<file path="config.mk">
export PLATFORM = sky130hd
export DESIGN_NAME = pl_cmd_rx
export DESIGN_NICKNAME = d
export VERILOG_FILES = /design/src/rtl/pl_rx_pkg.sv /design/src/rtl/pl_gap_timer.sv /design/src/rtl/pl_gap_class.sv /design/src/rtl/pl_frame_ctl.sv /design/src/rtl/pl_result_hold.sv /design/src/rtl/pl_cmd_rx.sv
export SDC_FILE = /design/constraint.sdc
export NUM_CORES = 1
export LEC_CHECK = 0
export CAP_MARGIN = 20
export CORE_MARGIN = 5
export CORE_UTILIZATION = 40
export CTS_CLUSTER_SIZE = 20
export DETAILED_ROUTE_END_ITERATION = 8
export DONT_BUFFER_PORTS = 1
export SKIP_LAST_GASP = 1
export SYNTH_ARGS = -nofsm -noshare
export SYNTH_HDL_FRONTEND = slang
export SYNTH_HIERARCHICAL = 1
export SYNTH_SLANG_ARGS = --single-unit
</file>
<file path="constraint.sdc">
create_clock -name clk -period 3.4 [get_ports clk]
set_input_delay 0.17 -clock clk [delete_from_list [all_inputs] [get_ports clk]]
set_output_delay 0.17 -clock clk [all_outputs]
set_load 0.05 [all_outputs]
</file>
<file path="src/rtl/pl_rx_pkg.sv">
package pl_rx_pkg;

  localparam int HOUSE_W    = 4;
  localparam int KEY_W      = 5;
  localparam int DATA_BITS  = HOUSE_W + KEY_W;
  localparam int START_ONES = 3;
  localparam int FLAG_LOCAL = 0;
  localparam int FLAG_ERR   = 1;

  typedef enum logic [1:0] {
    ST_IDLE,
    ST_START,
    ST_DATA
  } rx_state_e;

  localparam logic [HOUSE_W-1:0] HOUSE_LUT [2**HOUSE_W] = '{
    4'd12, 4'd4, 4'd2, 4'd10, 4'd14, 4'd6, 4'd0, 4'd8,
    4'd13, 4'd5, 4'd3, 4'd11, 4'd15, 4'd7, 4'd1, 4'd9
  };

  localparam logic [KEY_W-1:0] KEY_LUT [2**KEY_W] = '{
    5'd12, 5'd16, 5'd4,  5'd17, 5'd2,  5'd18, 5'd10, 5'd19,
    5'd14, 5'd20, 5'd6,  5'd21, 5'd0,  5'd22, 5'd8,  5'd23,
    5'd13, 5'd24, 5'd5,  5'd25, 5'd3,  5'd26, 5'd11, 5'd27,
    5'd15, 5'd28, 5'd7,  5'd29, 5'd1,  5'd30, 5'd9,  5'd31
  };

  function automatic logic [HOUSE_W-1:0] house_num(input logic [HOUSE_W-1:0] raw);
    return HOUSE_LUT[raw];
  endfunction

  function automatic logic [KEY_W-1:0] key_num(input logic [KEY_W-1:0] raw);
    return KEY_LUT[raw];
  endfunction

endpackage

</file>
<file path="src/rtl/pl_gap_timer.sv">
// Falling-edge detect on the receive line plus a saturating microsecond
// counter measuring time since the last accepted pulse.
module pl_gap_timer #(
  parameter int GAP_W = 17,
  parameter int SAT   = 50000
) (
  input  logic             clk,
  input  logic             rst_n,
  input  logic             us_tick,
  input  logic             rx_in,
  input  logic             clear,
  output logic             fall,
  output logic [GAP_W-1:0] gap_now
);

  localparam logic [GAP_W-1:0] SAT_V = GAP_W'(SAT);

  logic             rx_q;
  logic [GAP_W-1:0] cnt;

  always_ff @(posedge clk or negedge rst_n) begin
    if (!rst_n) rx_q <= 1'b0;
    else        rx_q <= rx_in;
  end

  assign fall = rx_q & ~rx_in;

  always_ff @(posedge clk or negedge rst_n) begin
    if (!rst_n)                      cnt <= '0;
    else if (clear)                  cnt <= '0;
    else if (us_tick && cnt != SAT_V) cnt <= cnt + 1'b1;
  end

  // Include the tick of the current cycle so the value equals the number
  // of ticks from the last accepted pulse up to and including now.
  assign gap_now = cnt + {{(GAP_W-1){1'b0}}, us_tick};

endmodule

</file>
<file path="src/rtl/pl_gap_class.sv">
// Classifies the current interval against 1..NMUL half-cycles, the minimum
// pulse spacing and the silence limit.
module pl_gap_class #(
  parameter int GAP_W      = 17,
  parameter int HALF_US    = 8333,
  parameter int MIN_GAP_US = 1500,
  parameter int SILENCE_US = 50000,
  parameter int NMUL       = 3
) (
  input  logic [GAP_W-1:0] gap,
  output logic [NMUL-1:0]  near,
  output logic             too_short,
  output logic             silent
);

  localparam int unsigned TOL = HALF_US / 6;

  logic [31:0] g32;
  assign g32 = 32'(gap);

  for (genvar k = 0; k < NMUL; k++) begin : g_mul
    localparam int unsigned CEN = (k + 1) * HALF_US;
    localparam logic [31:0] LO  = 32'(CEN - TOL);
    localparam logic [31:0] HI  = 32'(CEN + TOL);
    assign near[k] = (g32 > LO) && (g32 < HI);
  end

  assign too_short = g32 < 32'(MIN_GAP_US);
  assign silent    = g32 >= 32'(SILENCE_US);

endmodule

</file>
<file path="src/rtl/pl_frame_ctl.sv">
// Frame sequencer: start-code check, bit decode from interval, timeout.
module pl_frame_ctl
  import pl_rx_pkg::*;
(
  input  logic                 clk,
  input  logic                 rst_n,
  input  logic                 fall,
  input  logic [2:0]           near,
  input  logic                 too_short,
  input  logic                 silent,
  input  logic                 tx_active,
  output logic                 take,
  output logic                 done,
  output logic                 done_err,
  output logic                 done_loc,
  output logic [DATA_BITS-1:0] done_raw
);

  localparam int CNT_W = $clog2(DATA_BITS + 1);

  rx_state_e            st, st_n;
  logic [CNT_W-1:0]     cnt, cnt_n;
  logic [DATA_BITS-1:0] sh, sh_n;
  logic                 last, last_n;
  logic                 loc, loc_n;
  logic                 bit_one, bit_zero, nb, pulse;

  assign pulse    = fall && !too_short;
  assign bit_one  = last ? near[1] : near[0];
  assign bit_zero = last ? near[2] : near[1];
  assign done_loc = loc;

  always_comb begin
    st_n     = st;
    cnt_n    = cnt;
    sh_n     = sh;
    last_n   = last;
    loc_n    = loc;
    take     = 1'b0;
    done     = 1'b0;
    done_err = 1'b0;
    done_raw = '0;
    nb       = 1'b0;
    case (st)
      ST_IDLE: begin
        if (fall) begin
          take  = 1'b1;
          st_n  = ST_START;
          cnt_n = CNT_W'(1);
          loc_n = tx_active;
        end
      end
      ST_START: begin
        if (pulse) begin
          take = 1'b1;
          if (near[0]) begin
            if (cnt == CNT_W'(START_ONES - 1)) begin
              st_n   = ST_DATA;
              cnt_n  = '0;
              sh_n   = '0;
              last_n = 1'b1;
            end else begin
              cnt_n = cnt + 1'b1;
            end
          end else begin
            done     = 1'b1;
            done_err = 1'b1;
            st_n     = ST_IDLE;
          end
        end else if (silent) begin
          st_n = ST_IDLE;
          if (cnt > CNT_W'(1)) begin
            done     = 1'b1;
            done_err = 1'b1;
          end
        end
      end
      ST_DATA: begin
        if (pulse) begin
          take = 1'b1;
          if (bit_one || bit_zero) begin
            nb     = bit_one;
            sh_n   = {sh[DATA_BITS-2:0], nb};
            last_n = nb;
            cnt_n  = cnt + 1'b1;
            if (cnt == CNT_W'(DATA_BITS - 1)) begin
              done     = 1'b1;
              done_raw = {sh[DATA_BITS-2:0], nb};
              st_n     = ST_IDLE;
            end
          end else begin
            done     = 1'b1;
            done_err = 1'b1;
            st_n     = ST_IDLE;
          end
        end else if (silent) begin
          done     = 1'b1;
          done_err = 1'b1;
          st_n     = ST_IDLE;
        end
      end
      default: st_n = ST_IDLE;
    endcase
  end

  always_ff @(posedge clk or negedge rst_n) begin
    if (!rst_n) begin
      st   <= ST_IDLE;
      cnt  <= '0;
      sh   <= '0;
      last <= 1'b0;
      loc  <= 1'b0;
    end else begin
      st   <= st_n;
      cnt  <= cnt_n;
      sh   <= sh_n;
      last <= last_n;
      loc  <= loc_n;
    end
  end

endmodule

</file>
<file path="src/rtl/pl_result_hold.sv">
// Holds the decoded result on a valid/ready stream and flags overruns.
module pl_result_hold
  import pl_rx_pkg::*;
#(
  parameter int OUT_W = 8
) (
  input  logic                 clk,
  input  logic                 rst_n,
  input  logic                 done,
  input  logic                 done_err,
  input  logic                 done_loc,
  input  logic [DATA_BITS-1:0] done_raw,
  input  logic                 res_ready,
  output logic                 res_valid,
  output logic [OUT_W-1:0]     res_flags,
  output logic [OUT_W-1:0]     res_house,
  output logic [OUT_W-1:0]     res_key,
  output logic                 overrun
);

  logic             hs, load;
  logic [OUT_W-1:0] flags_n, house_n, key_n;

  assign hs   = res_valid && res_ready;
  assign load = done && (!res_valid || hs);

  always_comb begin
    flags_n             = '0;
    flags_n[FLAG_LOCAL] = done_loc;
    flags_n[FLAG_ERR]   = done_err;
    if (done_err) begin
      house_n = '0;
      key_n   = '0;
    end else begin
      house_n = OUT_W'(house_num(done_raw[DATA_BITS-1:KEY_W]));
      key_n   = OUT_W'(key_num(done_raw[KEY_W-1:0]));
    end
  end

  always_ff @(posedge clk or negedge rst_n) begin
    if (!rst_n) begin
      res_valid <= 1'b0;
      res_flags <= '0;
      res_house <= '0;
      res_key   <= '0;
      overrun   <= 1'b0;
    end else if (load) begin
      res_valid <= 1'b1;
      res_flags <= flags_n;
      res_house <= house_n;
      res_key   <= key_n;
      overrun   <= 1'b0;
    end else if (done) begin
      overrun <= 1'b1;
    end else if (hs) begin
      res_valid <= 1'b0;
      overrun   <= 1'b0;
    end
  end

endmodule

</file>
<file path="src/rtl/pl_cmd_rx.sv">
module pl_cmd_rx
  import pl_rx_pkg::*;
#(
  parameter int HALF_US    = 8333,
  parameter int MIN_GAP_US = 1500,
  parameter int SILENCE_US = 50000
) (
  input  logic       clk,
  input  logic       rst_n,
  input  logic       us_tick,
  input  logic       rx_in,
  input  logic       tx_active,
  input  logic       res_ready,
  output logic       res_valid,
  output logic [7:0] res_flags,
  output logic [7:0] res_house,
  output logic [7:0] res_key,
  output logic       overrun
);

  localparam int GAP_W = $clog2(SILENCE_US + 1) + 1;
  localparam int NMUL  = 3;

  logic                 fall, take, too_short, silent;
  logic [GAP_W-1:0]     gap_now;
  logic [NMUL-1:0]      near;
  logic                 done, done_err, done_loc;
  logic [DATA_BITS-1:0] done_raw;

  pl_gap_timer #(
    .GAP_W (GAP_W),
    .SAT   (SILENCE_US)
  ) u_timer (
    .clk     (clk),
    .rst_n   (rst_n),
    .us_tick (us_tick),
    .rx_in   (rx_in),
    .clear   (take),
    .fall    (fall),
    .gap_now (gap_now)
  );

  pl_gap_class #(
    .GAP_W      (GAP_W),
    .HALF_US    (HALF_US),
    .MIN_GAP_US (MIN_GAP_US),
    .SILENCE_US (SILENCE_US),
    .NMUL       (NMUL)
  ) u_class (
    .gap       (gap_now),
    .near      (near),
    .too_short (too_short),
    .silent    (silent)
  );

  pl_frame_ctl u_ctl (
    .clk       (clk),
    .rst_n     (rst_n),
    .fall      (fall),
    .near      (near),
    .too_short (too_short),
    .silent    (silent),
    .tx_active (tx_active),
    .take      (take),
    .done      (done),
    .done_err  (done_err),
    .done_loc  (done_loc),
    .done_raw  (done_raw)
  );

  pl_result_hold #(
    .OUT_W (8)
  ) u_hold (
    .clk       (clk),
    .rst_n     (rst_n),
    .done      (done),
    .done_err  (done_err),
    .done_loc  (done_loc),
    .done_raw  (done_raw),
    .res_ready (res_ready),
    .res_valid (res_valid),
    .res_flags (res_flags),
    .res_house (res_house),
    .res_key   (res_key),
    .overrun   (overrun)
  );

endmodule

</file>
* Word-level counts from Yosys, hierarchy flattened *
Memories as Yosys holds them, arrays and structs flattened.
Cells that the tools add are included.

storage, ports and cells
  flip-flop bits (word level) = 54
  word-level logic and storage cells = 131
  memories kept = 2
  ROM bits = 224

operators by class
  bitwise operators = 4
  reduce and logical (&&, ||, !) cells = 23
  mux-type cells = 62
  magnitude comparators = 11
  add/subtract/negate cells = 3
  eq/ne operators = 14

memory list
  name              depth  bits a word  read ports  clocked after memory_dff  write ports  line             source
  (name not given)  32     5            1           0                         0            pl_rx_pkg.sv:33  return KEY_LUT[raw];
  (name not given)  16     4            1           0                         0            pl_rx_pkg.sv:29  return HOUSE_LUT[raw];

operators with widths
  operator                                                                         number
  8-bit two-way mux                                                                5
  4-bit two-way mux                                                                9
  9-bit two-way mux                                                                4
  17-bit by 15-bit less-than comparator with 1-bit output (second input constant)  2
  17-bit two-way mux                                                               2
  1-bit two-way mux                                                                24
  17-bit by 1-bit adder with 17-bit output                                         1
  17-bit by 1-bit adder with 17-bit output (second input constant)                 1
  17-bit by 16-bit >= comparator with 1-bit output (second input constant)         1
  17-bit by 13-bit > comparator with 1-bit output (second input constant)          1
  17-bit by 14-bit > comparator with 1-bit output (second input constant)          1
  17-bit by 15-bit > comparator with 1-bit output (second input constant)          1
  17-bit by 11-bit less-than comparator with 1-bit output (second input constant)  1
  17-bit by 14-bit less-than comparator with 1-bit output (second input constant)  1
  17-bit by 16-bit != test with 1-bit output (second input constant)               1
  2-bit two-way mux                                                                8
  8-bit one-hot mux with 2 select lines                                            1
  5-bit two-way mux                                                                3
  2-bit by 1-bit != test with 1-bit output (second input constant)                 6
  4-bit one-hot mux with 3 select lines                                            1
  6-bit AND reduction                                                              2
  4-bit != test (second input constant)                                            2
  1-bit one-hot mux with 2 select lines                                            4
  1-bit logical AND                                                                7
  other kinds (22)                                                                 28

* Longest topological paths before layout *
Gate-level depths: netlist of the first run.

  depth in word-level cells = 13
  gate-level depth with buffers = 19
  gate-level depth less buffers = 18

* By module *
The synthesis of the first run kept the hierarchy.

by module, submodules not included
  module          sequential area each (um^2)  area each (um^2)  cells an instance  times used
  pl_gap_timer    450.4                        1255.0            134                1
  pl_frame_ctl    400.4                        1169.9            133                1
  pl_result_hold  325.3                        795.8             73                 1
  pl_gap_class    0.0                          419.2             64                 1

* Worst setup path after synthesis of the first run *
No wires, ideal clock.

  path kind = reg-to-reg
  start = register u_timer.cnt[4]
  end = register u_hold.res_key[1]
  data arrival time = 3.649 ns
  required time = 3.272 ns
  clock period less this slack = 3.777 ns
  library setup time = 0.128 ns
  slack = -0.377 ns
  stages on the path, launching flop included = 17
  buffers on the path = 2
  cells stage by stage = dfrtp_1 > clkbuf_1 > nand4_1 > nor3_1 > xor2_1 > buf_6 > and4b_4 > and3_1 > a311o_1 > o21ai_2 > mux2i_1 > nand2b_1 > nor2b_1 > and2_1 > or3b_1 > a21oi_1 > o32ai_1

on the way
  word-level cells in the longest chain between the ends = 13
  elaborated cells on any way between the ends = 37

RTL lines
  item                                                                                                                               line                  source
  start, declared                                                                                                                    pl_gap_timer.sv:19    logic [GAP_W-1:0] cnt;
  start signal, assigned                                                                                                             pl_gap_timer.sv:31    else if (us_tick && cnt != SAT_V) cnt <= cnt + 1'b1;
  17-bit by 1-bit adder with 17-bit output (*)                                                                                       pl_gap_timer.sv:36    assign gap_now = cnt + {{(GAP_W-1){1'b0}}, us_tick};
  named net gap_now[10]                                                                                                              pl_cmd_rx.sv:25       logic [GAP_W-1:0] gap_now;
  17-bit by 13-bit > comparator with 1-bit output / 17-bit by 14-bit less-than comparator with 1-bit output (equally long branches)  pl_gap_class.sv:25    assign near[k] = (g32 > LO) && (g32 < HI);
  1-bit logical AND (*)                                                                                                              pl_gap_class.sv:25
  named net near[0]                                                                                                                  pl_cmd_rx.sv:26       logic [NMUL-1:0] near;
  1-bit two-way mux (*)                                                                                                              pl_frame_ctl.sv:29    assign bit_one = last ? near[1] : near[0];
  1-bit logical OR (*)                                                                                                               pl_frame_ctl.sv:81    if (bit_one || bit_zero) begin
  9-bit two-way mux (*)                                                                                                              pl_frame_ctl.sv:81
  9-bit two-way mux (*)                                                                                                              pl_frame_ctl.sv:79    if (pulse) begin
  9-bit two-way mux (*)                                                                                                              pl_frame_ctl.sv:44    case (st)
  named net done_raw[2]                                                                                                              pl_cmd_rx.sv:28       logic [DATA_BITS-1:0] done_raw;
  5-bit inverter with 6-bit output (not written as such) (*)                                                                         pl_rx_pkg.sv:33
  memory 32 x 5 bit (*)                                                                                                              --
  5-bit two-way mux (not written as such) (*) (2 in series)                                                                          pl_rx_pkg.sv:33
  5-bit two-way mux (*)                                                                                                              pl_result_hold.sv:31  if (done_err) begin
  end signal, assigned                                                                                                               pl_result_hold.sv:51  res_key <= key_n;
  end, declared                                                                                                                      pl_result_hold.sv:17  output logic [OUT_W-1:0] res_key,

Mark *: on every way through the listed nets, which the timed path passes. The rest lies on a longest branch. The select of a mux whose other input is x is not followed.
A chain may end at the register's enable or synchronous reset.

* Final worst setup path of the first run *
  start = register u_timer.cnt[0]
  end = register u_hold.res_key[1]

Same word-level chain as after synthesis.

==> results.py, run 1 <==
metrics = {
    "logic_synthesis": {
        "yosysSeqAreaShare_pct": 32.3,
        "synth_cell_types": 76,
        "ys_ff_latch": 47,
        "syn_avg_cell_area_um2": 9.01,
        "async_flop_share_pct": 100,
        "synthesis.area_mm2": 0.00364,
        "synth_flop_cell": "dfrtp_1",
        "ys_warn_count": 6,
        "synth-edff-count": 0,
        "synth_cells": 404,
    },
    "detailed_routing": {
        "drtAntennaViolNets": 0,
        "vias_per_cell": 5.60,
        "remaining_drc_errors": 0,
        "detailedRoute.firstIterationViolations": 258,
        "via_count": 3261,
        "first_pass_iters": 4,
        "drt_wl_total_um": 9440,
        "avgRoutedWirePerCell_um": 16.2,
    },
    "global_routing": {
        "track_usage_pct": 16.4,
        "grt_pass1_vias": 3079,
        "grt_pass1_wl_um": 15200,
        "antenna_found_initial": 0,
        "overflow": 0,
        "grt_max_degree": 48,
    },
    "critical_path": {
        "slowest_stage": "dfrtp_1",
        "reg2reg_to": "u_hold/res_key[1]$_DFFE_PN0P_",
        "r2r_cells": 16,
        "worstPathMaxFanout": 6,
        "path_class": "reg -> reg",
        "crit_required_ns": 3.59,
        "critical_path.most_common_cell": "ha_4",
        "worstReg2RegStart": "u_timer/cnt[0]$_DFFE_PN0P_",
        "worst-r2r-setup-slack_ns": -0.12,
        "worstPathArrival_ns": 3.71,
        "critPathMaxStageDelay_ns": 0.41,
        "critPathLaunchType": "flip-flop",
        "cp-end-kind": "flip-flop",
        "crit_chain": "ha_4 -> ha_4 -> nand3_4 -> nor3_4 -> nand3_2 -> xnor2_4 -> or2b_1 -> a311o_1 -> o21ai_2 -> mux2i_2 -> nand2b_1 -> nor2b_4 -> and2_4 -> or3b_1 -> a21oi_2 -> o32ai_1",
    },
    "layout": {
        "fin_util_pct": 54.2,
        "syn_to_final_growth_pct": 31.1,
        "final_common_cell": "buf_4",
        "drive_gt1_share_pct": 36.7,
        "final_cell_mix": "buf_4, dfrtp_1, nor2_1",
        "seqCellArea_mm2": 0.00118,
        "multiInputGateArea_mm2": 0.00256,
        "fill_cells": 761,
        "layout.nets": 493,
        "diodes": 0,
    },
    "run_status": {
        "violations": "negative setup slack",
        "status": "complete, but fails checks",
    },
    "worst_hold_path": {
        "hold_path.startpoint": "tx_active",
        "min_path_cells": 1,
        "hold_path.class": "in -> reg",
        "holdPathEnd": "u_ctl/done_loc$_DFFE_PN0P_",
    },
    "power": {
        "vdd_ir_drop_max_uv": 150,
        "powerDensity_mw_per_mm2": 394,
        "leakage_nw": 2.09,
        "p_total_mw": 1.88,
    },
    "clock_network": {
        "clkLatencyLatePin_ns": 0.30,
        "htree_levels": 2,
        "clock-sinks": 47,
        "cts_inserted_buffers": 5,
        "clock_path_buffers": 2,
        "path_clk_slew_ns": 0.10,
        "cts_root_buffer": "clkbuf_8",
        "cts_tree": "done",
    },
    "sta": {
        "final.min_clock_period_ns": 3.52,
        "grt_setup_unrepaired": "yes",
        "slew_headroom_pct": 55.6,
        "min_period_over_period_pct": 103,
        "setup_ws_ns": -0.117,
        "fin_setup_tns_ns": -0.207,
        "worst_hold_slack_ns": 0.0290,
        "worstMarginPinSlew_ns": 0.660,
        "slew_viol_final": 0,
        "hold_viol": 0,
        "clock_skew_ns": 0.00722,
        "fmaxAchievable_mhz": 284,
        "setup-violations-final": 2,
    },
    "floorplan": {
        "start_util_pct": 41.3,
        "row_count": 34,
        "die-area_mm2": 0.0111,
        "die_w_um": 105,
        "io_pins": 32,
        "die_h_um": 105,
        "core_area_mm2": 0.00881,
    },
    "job": {
        "drv_cap": 0,
    },
    "placed_design": {
        "io_buffer_count": 0,
        "dp_hpwl_um": 6650,
        "place_congestion": 0.916,
    },
}
[cells in the mapped netlist (all sizes together) (12+ instances only)]
cell   instances  area share (%)
nor2          27             2.8
nand2         32             3.5
dfrtp         47              32
buf           25             5.5
nor3          12             1.7
o21ai         19             2.7
xor2          12             2.9
nand3         15             2.4
ha            14             4.8
a21oi         25             3.9
xnor2         14             3.4
inv           13             1.3
[per-stage QoR]
step	instance area, µm²	setup slack [ns]	cells
finish	4770	-0.117	582
CTS	4480	-0.0135	575
global route	4770	-0.293	582
detailed placement	4170	-0.174	558
floorplan	3770	-0.0448	416
global placement	4170	-0.0483	558
[what timing repair did]
item,in CTS,in global routing
endpoints found under the hold margin,49,0
setup buffers,5,6
hold buffers,4,0
endpoints found under the setup margin,13,28
gates resized for setup,12,56
cloned,0,1
pin swaps,10,15
[worst max path at each step]
stage | from | to
3_3_place_gp | u_timer/cnt[7]$_DFFE_PN0P_ | u_hold/res_key[1]$_DFFE_PN0P_
6_report | u_timer/cnt[0]$_DFFE_PN0P_ | u_hold/res_key[1]$_DFFE_PN0P_
3_5_place_dp | u_timer/cnt[0]$_DFFE_PN0P_ | u_hold/res_key[1]$_DFFE_PN0P_
5_1_grt | u_timer/cnt[0]$_DFFE_PN0P_ | u_hold/res_key[1]$_DFFE_PN0P_
2_1_floorplan | u_timer/cnt[0]$_DFFE_PN0P_ | u_hold/res_flags[0]$_DFFE_PN0P_
4_1_cts | u_timer/cnt[0]$_DFFE_PN0P_ | u_hold/res_key[1]$_DFFE_PN0P_
[metal layers]
layer | part of all wire [%] | routed length (µm) | GRT usage (%)
met3 | 4.8 | 449 | 2.69
met5 | 0 | 0 | 0
met2 | 48 | 4550 | 26.3
met4 | 1.1 | 106 | 4.59
met1 | 46 | 4330 | 23.0
[flip-flops by register name, indices dropped and copies added, names as in the netlist]
signal,count
u_timer/cnt,17
u_ctl/cnt,4
u_ctl/st,2
u_timer/rx_q,1
u_hold/res_house,4
u_ctl/done_loc,1
u_ctl/sh,8
u_hold/overrun,1
u_hold/res_flags,2
u_ctl/last,1
u_hold/res_key,5
u_hold/res_valid,1
[layout make-up]
| class | instances | area share (%) |
|---|---|---|
| well taps | 108 | 2.83 |
| clock inverters | 2 | 1.26 |
| multi-input cells | 320 | 53.6 |
| repair buffers | 86 | 15.2 |
| flip-flops and latches | 47 | 24.6 |
| inverters | 13 | 1.02 |
| clock buffers | 6 | 1.52 |
[worst max-delay path: cells and delay by family (launching register included)]
kind                     cells  cell delay (ns)
AO/OA/AOI/OAI                4             0.74
flip-flops                   1             0.41
multiplexers                 1             0.11
adder cells (fa/ha/maj)      2             0.30
AND/OR/NAND/NOR              8             1.60
XOR/XNOR                     1             0.23
[power by group]
group | switching, mW | internal [mW] | leakage [nW]
Sequential | 0.0558 | 0.604 | 0.637
Clock | 0.202 | 0.294 | 0.0654
Combinational | 0.402 | 0.322 | 1.39
[cell families after synthesis]
| logic type | after synthesis | share of synthesized area (%) |
|---|---|---|
| other cells | 1 | 0.103 |
| buf+inv | 49 | 8.01 |
| compound gates | 81 | 15.2 |
| simple gates | 169 | 27.7 |
| xor+xnor | 26 | 6.26 |
| mux | 17 | 5.64 |
| fa+ha+maj | 14 | 4.81 |
| flops | 47 | 32.3 |
Power figures use the tool's default switching activity.
==> run 2: changes to the inputs <==
- SETUP_SLACK_MARGIN: not set -> 0.3
==> results.py, run 2 (synthesized netlist as in run 1, its figures left out) <==
metrics = {
    "run_status": {
        "status": "complete, but fails checks",
        "violations": "negative setup slack",
    },
    "clock_network": {
        "path_clk_slew_ns": 0.10,
        "cts_tree": "done",
        "htree_levels": 2,
        "clock_path_buffers": 2,
        "clock-sinks": 47,
        "clkLatencyLatePin_ns": 0.31,
        "cts_root_buffer": "clkbuf_8",
        "cts_inserted_buffers": 5,
    },
    "global_routing": {
        "track_usage_pct": 16.8,
        "antenna_found_initial": 0,
        "grt_pass1_wl_um": 15800,
        "overflow": 0,
        "grt_pass1_vias": 3226,
        "grt_max_degree": 48,
    },
    "layout": {
        "reg_top3": "u_timer/cnt (17), u_ctl/sh (8), u_hold/res_key (5)",
        "largest_reg_flops": 17,
        "syn_to_final_growth_pct": 34.5,
        "final_cell_mix": "buf_4, dfrtp_1, nor2_1",
        "fin_util_pct": 55.6,
        "regMostFlops": "u_timer/cnt",
        "layout.nets": 497,
        "final_common_cell": "buf_4",
        "diodes": 0,
        "drive_gt1_share_pct": 37.9,
    },
    "floorplan": {
        "io_pins": 32,
        "start_util_pct": 41.3,
        "core_area_mm2": 0.00881,
        "die-area_mm2": 0.0111,
        "die_h_um": 105,
        "row_count": 34,
        "die_w_um": 105,
    },
    "sta": {
        "clock_skew_ns": 0.0115,
        "final.min_clock_period_ns": 3.53,
        "setup_ws_ns": -0.132,
        "grt_setup_unrepaired": "yes",
        "fmaxAchievable_mhz": 283,
        "min_period_over_period_pct": 104,
        "worstMarginPinSlew_ns": 0.575,
        "fin_setup_tns_ns": -0.771,
        "hold_viol": 0,
        "setup-violations-final": 11,
        "slew_viol_final": 0,
        "slew_headroom_pct": 61.6,
    },
    "detailed_routing": {
        "detailedRoute.firstIterationViolations": 230,
        "vias_per_cell": 5.60,
        "remaining_drc_errors": 0,
        "via_count": 3279,
        "drtAntennaViolNets": 0,
        "first_pass_iters": 4,
        "drt_wl_total_um": 9260,
        "avgRoutedWirePerCell_um": 15.8,
    },
    "critical_path": {
        "crit_buf_inv": 1,
        "crit_chain": "ha_4 -> ha_4 -> nand3_4 -> nor3_4 -> buf_6 -> xor2_4 -> nand4_1 -> o311a_1 -> nand2b_1 -> or3_4 -> nor2b_4 -> and2_4 -> or3b_1 -> a21oi_2 -> o32ai_2",
        "critPathMaxStageDelay_ns": 0.39,
        "crit_required_ns": 3.60,
        "critPathLaunchType": "flip-flop",
        "cp-end-kind": "flip-flop",
        "worst-r2r-setup-slack_ns": -0.13,
        "slowest_stage": "dfrtp_1",
        "path_class": "reg -> reg",
        "worstPathArrival_ns": 3.73,
        "critical_path.most_common_cell": "ha_4",
        "crit_family": "simple AND/OR/NAND/NOR gates",
        "worstPathMaxFanout": 5,
    },
    "placed_design": {
        "place_congestion": 0.903,
        "dp_hpwl_um": 6530,
        "io_buffer_count": 0,
    },
    "power": {
        "powerDensity_mw_per_mm2": 373,
        "leakage_nw": 2.13,
        "vdd_ir_drop_max_uv": 232,
    },
    "job": {
        "drv_cap": 0,
    },
    "worst_hold_path": {
        "hold_path.class": "in -> reg",
    },
}
-- run 2: final timing paths --
kind	start	endpoint	cells past startpoint
max	u_timer/cnt[0]$_DFFE_PN0P_	u_hold/res_key[1]$_DFFE_PN0P_	15
min	us_tick	u_timer/cnt[2]$_DFFE_PN0P_	3
max reg2reg	u_timer/cnt[0]$_DFFE_PN0P_	u_hold/res_key[1]$_DFFE_PN0P_	15
min reg2reg	u_ctl/sh[7]$_DFFE_PN0P_	u_ctl/sh[7]$_DFFE_PN0P_	2
max in group asynchronous	rst_n	u_timer/cnt[8]$_DFFE_PN0P_	2
min in group asynchronous	rst_n	u_hold/res_house[3]$_DFFE_PN0P_	2
-- run 2: layout make-up --
class	count	area [µm²]
fillers	749	3910
multi-input cells	320	2640
flip-flops and latches	47	1180
repair buffers	90	778
well taps	108	135
clock buffers	5	68.8
inverters	13	48.8
clock inverters	3	46.3
-- run 2: layer usage --
layer,track usage [%],part of all wire [%]
met5,0,0
met3,1.71,4.7
met4,5.25,1.2
met2,28.2,48
met1,22.8,46
-- run 2: repair_timing --
action / CTS / global route
gates cloned: 1 / 0
hold buffers: 4 / 1
resized for setup: 35 / 45
setup endpoints to repair: 28 / 40
hold endpoints to repair: 49 / 1
buffers inserted: 8 / 10
pin swaps: 28 / 15
-- run 2: power breakdown --
group | internal (mW) | leakage (nW) | switching (mW)
clock network | 0.222 | 0.0548 | 0.214
logic | 0.326 | 1.44 | 0.409
registers | 0.604 | 0.636 | 0.0488
-- run 2: metrics by stage --
step                      setup WS (ns)  total power [mW]  cells  hold WS, ns  instance area, µm²
after floorplan                 -0.0448              1.15    416       -0.126                3790
after global placement          -0.0951              1.28    554       -0.124                4170
after detailed placement         -0.174              1.29    554       -0.124                4170
after CTS                       -0.0392              1.79    575      0.00214                4580
after global routing             -0.352              1.95    586        0.122                4890
final                            -0.132              1.82    586        0.100                4890
-- run 2: tightest hold or removal path: stages --
cell	delay [ns]
nand2_1	0.05
or3_1	0.09
a21oi_1	0.06
==> run 3: changes to the inputs <==
- CORE_UTILIZATION: 40 -> 45
==> results.py, run 3 (synthesized netlist as in run 1, its figures left out) <==
metrics = {
    "run_status": {
        "status": "completed",
    },
    "sta": {
        "final.min_clock_period_ns": 3.38,
        "setup-violations-final": 0,
        "clock_skew_ns": 0.0156,
        "hold_viol": 0,
        "slew_headroom_pct": 60.7,
        "min_period_over_period_pct": 99.4,
        "fmaxAchievable_mhz": 296,
        "setup_ws_ns": 0.0218,
        "grt_setup_unrepaired": "yes",
        "slew_viol_final": 0,
        "worstMarginPinSlew_ns": 0.585,
    },
    "layout": {
        "largest_reg_flops": 17,
        "fill_cells": 643,
        "final_cell_mix": "buf_4, dfrtp_1, nor2_1, nand2_1, a21oi_1",
        "seqCellArea_mm2": 0.00118,
        "fin_area_mm2": 0.00497,
        "drive_gt1_share_pct": 42.3,
        "multiInputGateArea_mm2": 0.00267,
        "syn_to_final_growth_pct": 36.4,
        "diodes": 0,
        "regMostFlops": "u_timer/cnt",
        "reg_top3": "u_timer/cnt (17), u_ctl/sh (8), u_hold/res_key (5)",
        "layout.nets": 506,
        "fin_util_pct": 63.6,
        "final_common_cell": "buf_4",
    },
    "placed_design": {
        "place_congestion": 0.809,
        "dp_hpwl_um": 6550,
        "place_ws_ns": -0.0981,
        "io_buffer_count": 0,
        "place_area_mm2": 0.00418,
    },
    "global_routing": {
        "grt_pass1_vias": 3296,
        "grt_max_degree": 48,
        "overflow": 0,
        "antenna_found_initial": 0,
        "grt_pass1_wl_um": 16400,
        "track_usage_pct": 20.0,
    },
    "critical_path": {
        "r2r_cells": 18,
        "worstPathMaxFanout": 5,
        "critPathLaunchType": "flip-flop",
        "worstReg2RegStart": "u_timer/cnt[0]$_DFFE_PN0P_",
        "worstPathArrival_ns": 3.59,
        "reg2reg_to": "u_hold/res_key[1]$_DFFE_PN0P_",
        "path_class": "reg -> reg",
        "crit_required_ns": 3.61,
        "worst-r2r-setup-slack_ns": 0.02,
        "cp-end-kind": "flip-flop",
    },
    "power": {
        "leakage_nw": 2.19,
        "p_total_mw": 1.85,
        "vdd_ir_drop_max_uv": 235,
        "powerDensity_mw_per_mm2": 372,
    },
    "floorplan": {
        "die_w_um": 99.9,
        "row_count": 32,
        "start_util_pct": 46.6,
        "die_h_um": 99.9,
        "io_pins": 32,
        "die-area_mm2": 0.00999,
        "core_area_mm2": 0.00781,
    },
    "worst_hold_path": {
        "hold_path.startpoint": "us_tick",
        "holdPathEnd": "u_timer/cnt[2]$_DFFE_PN0P_",
        "hold_path.class": "in -> reg",
        "min_path_cells": 3,
    },
    "detailed_routing": {
        "first_pass_iters": 4,
        "vias_per_cell": 5.62,
        "drt_wl_total_um": 9610,
        "avgRoutedWirePerCell_um": 16.3,
        "remaining_drc_errors": 0,
        "via_count": 3311,
        "detailedRoute.firstIterationViolations": 110,
        "drtAntennaViolNets": 0,
    },
    "clock_network": {
        "clock_path_buffers": 2,
        "cts_inserted_buffers": 5,
        "clock-sinks": 47,
        "clkLatencyLatePin_ns": 0.32,
        "cts_tree": "done",
        "path_clk_slew_ns": 0.11,
        "cts_root_buffer": "clkbuf_8",
        "htree_levels": 2,
    },
    "job": {
        "drv_cap": 0,
    },
}
==> run 3: worst max-delay path by stage <==
stage                          startpoint                         endpoint  slack [ns]  cells after the start
2_1_floorplan  u_timer/cnt[0]$_DFFE_PN0P_  u_hold/res_flags[0]$_DFFE_PN0P_       -0.04                     17
6_report       u_timer/cnt[0]$_DFFE_PN0P_    u_hold/res_key[1]$_DFFE_PN0P_        0.02                     18
3_3_place_gp   u_timer/cnt[5]$_DFFE_PN0P_  u_hold/res_flags[1]$_DFFE_PN0P_       -0.07                     14
3_5_place_dp   u_timer/cnt[5]$_DFFE_PN0P_  u_hold/res_flags[1]$_DFFE_PN0P_        -0.1                     14
4_1_cts        u_timer/cnt[0]$_DFFE_PN0P_  u_hold/res_flags[1]$_DFFE_PN0P_        0.09                     16
5_1_grt        u_timer/cnt[0]$_DFFE_PN0P_    u_hold/res_key[4]$_DFFE_PN0P_       -0.20                     17
==> run 3: metal layers <==
layer / vias to the layer above / track usage (%) / share of wire (%)
met4: 0 / 5.15 / 2.1
met1: 1622 / 28.5 / 48
met5: - / 0 / 0
met3: 19 / 3.20 / 4.5
met2: 78 / 31.6 / 45
li1: 1592 / - / -
==> run 3: power breakdown <==
| part | internal [mW] | leakage, nW | switching [mW] |
|---|---|---|---|
| Clock | 0.222 | 0.0548 | 0.221 |
| Sequential | 0.604 | 0.636 | 0.0633 |
| Combinational | 0.334 | 1.50 | 0.402 |
| Total | 1.16 | 2.19 | 0.686 |
==> run 3: final cells by class <==
cell class,instances,area share [%]
Multi-Input combinational cell,320,53.8
Sequential cell,47,23.7
Timing Repair Buffer,99,16.7
Tap cell,102,2.57
Clock buffer,5,1.39
Inverter,13,0.983
Clock inverter,3,0.932
==> run 3: what timing repair did <==
action / 4_1_cts / 5_1_grt
pin swaps: 36 / 21
hold endpoints to repair: 50 / 0
hold buffers: 5 / 0
setup endpoints to repair: 28 / 28
gates resized for setup: 60 / 25
setup buffers: 19 / 5
cloned: 1 / 0
==> run 3: stage by stage <==
step | TNS, ns | hold slack [ns] | std cells
2_1_floorplan | -0.261 | -0.126 | 416
3_3_place_gp | -0.0738 | -0.124 | 551
3_5_place_dp | -0.404 | -0.124 | 551
4_1_cts | 0 | 0.0859 | 584
5_1_grt | -2.36 | 0.0902 | 589
6_report | 0 | 0.103 | 589
==> run 3: worst max-delay path, stage by stage (launching register included) <==
cell and delay, ns:
dfrtp_1 0.41, ha_4 0.17, ha_4 0.14, nand3_4 0.12
nor3_4 0.25, nand3_2 0.14, xnor2_2 0.17, buf_4 0.16
nor3b_2 0.24, o21ai_0 0.15, a21oi_2 0.19, mux2i_2 0.12
nand2b_4 0.10, nor2b_4 0.16, and2_4 0.16, ha_1 0.21
nand2b_1 0.15, a21oi_2 0.15, o32ai_2 0.08
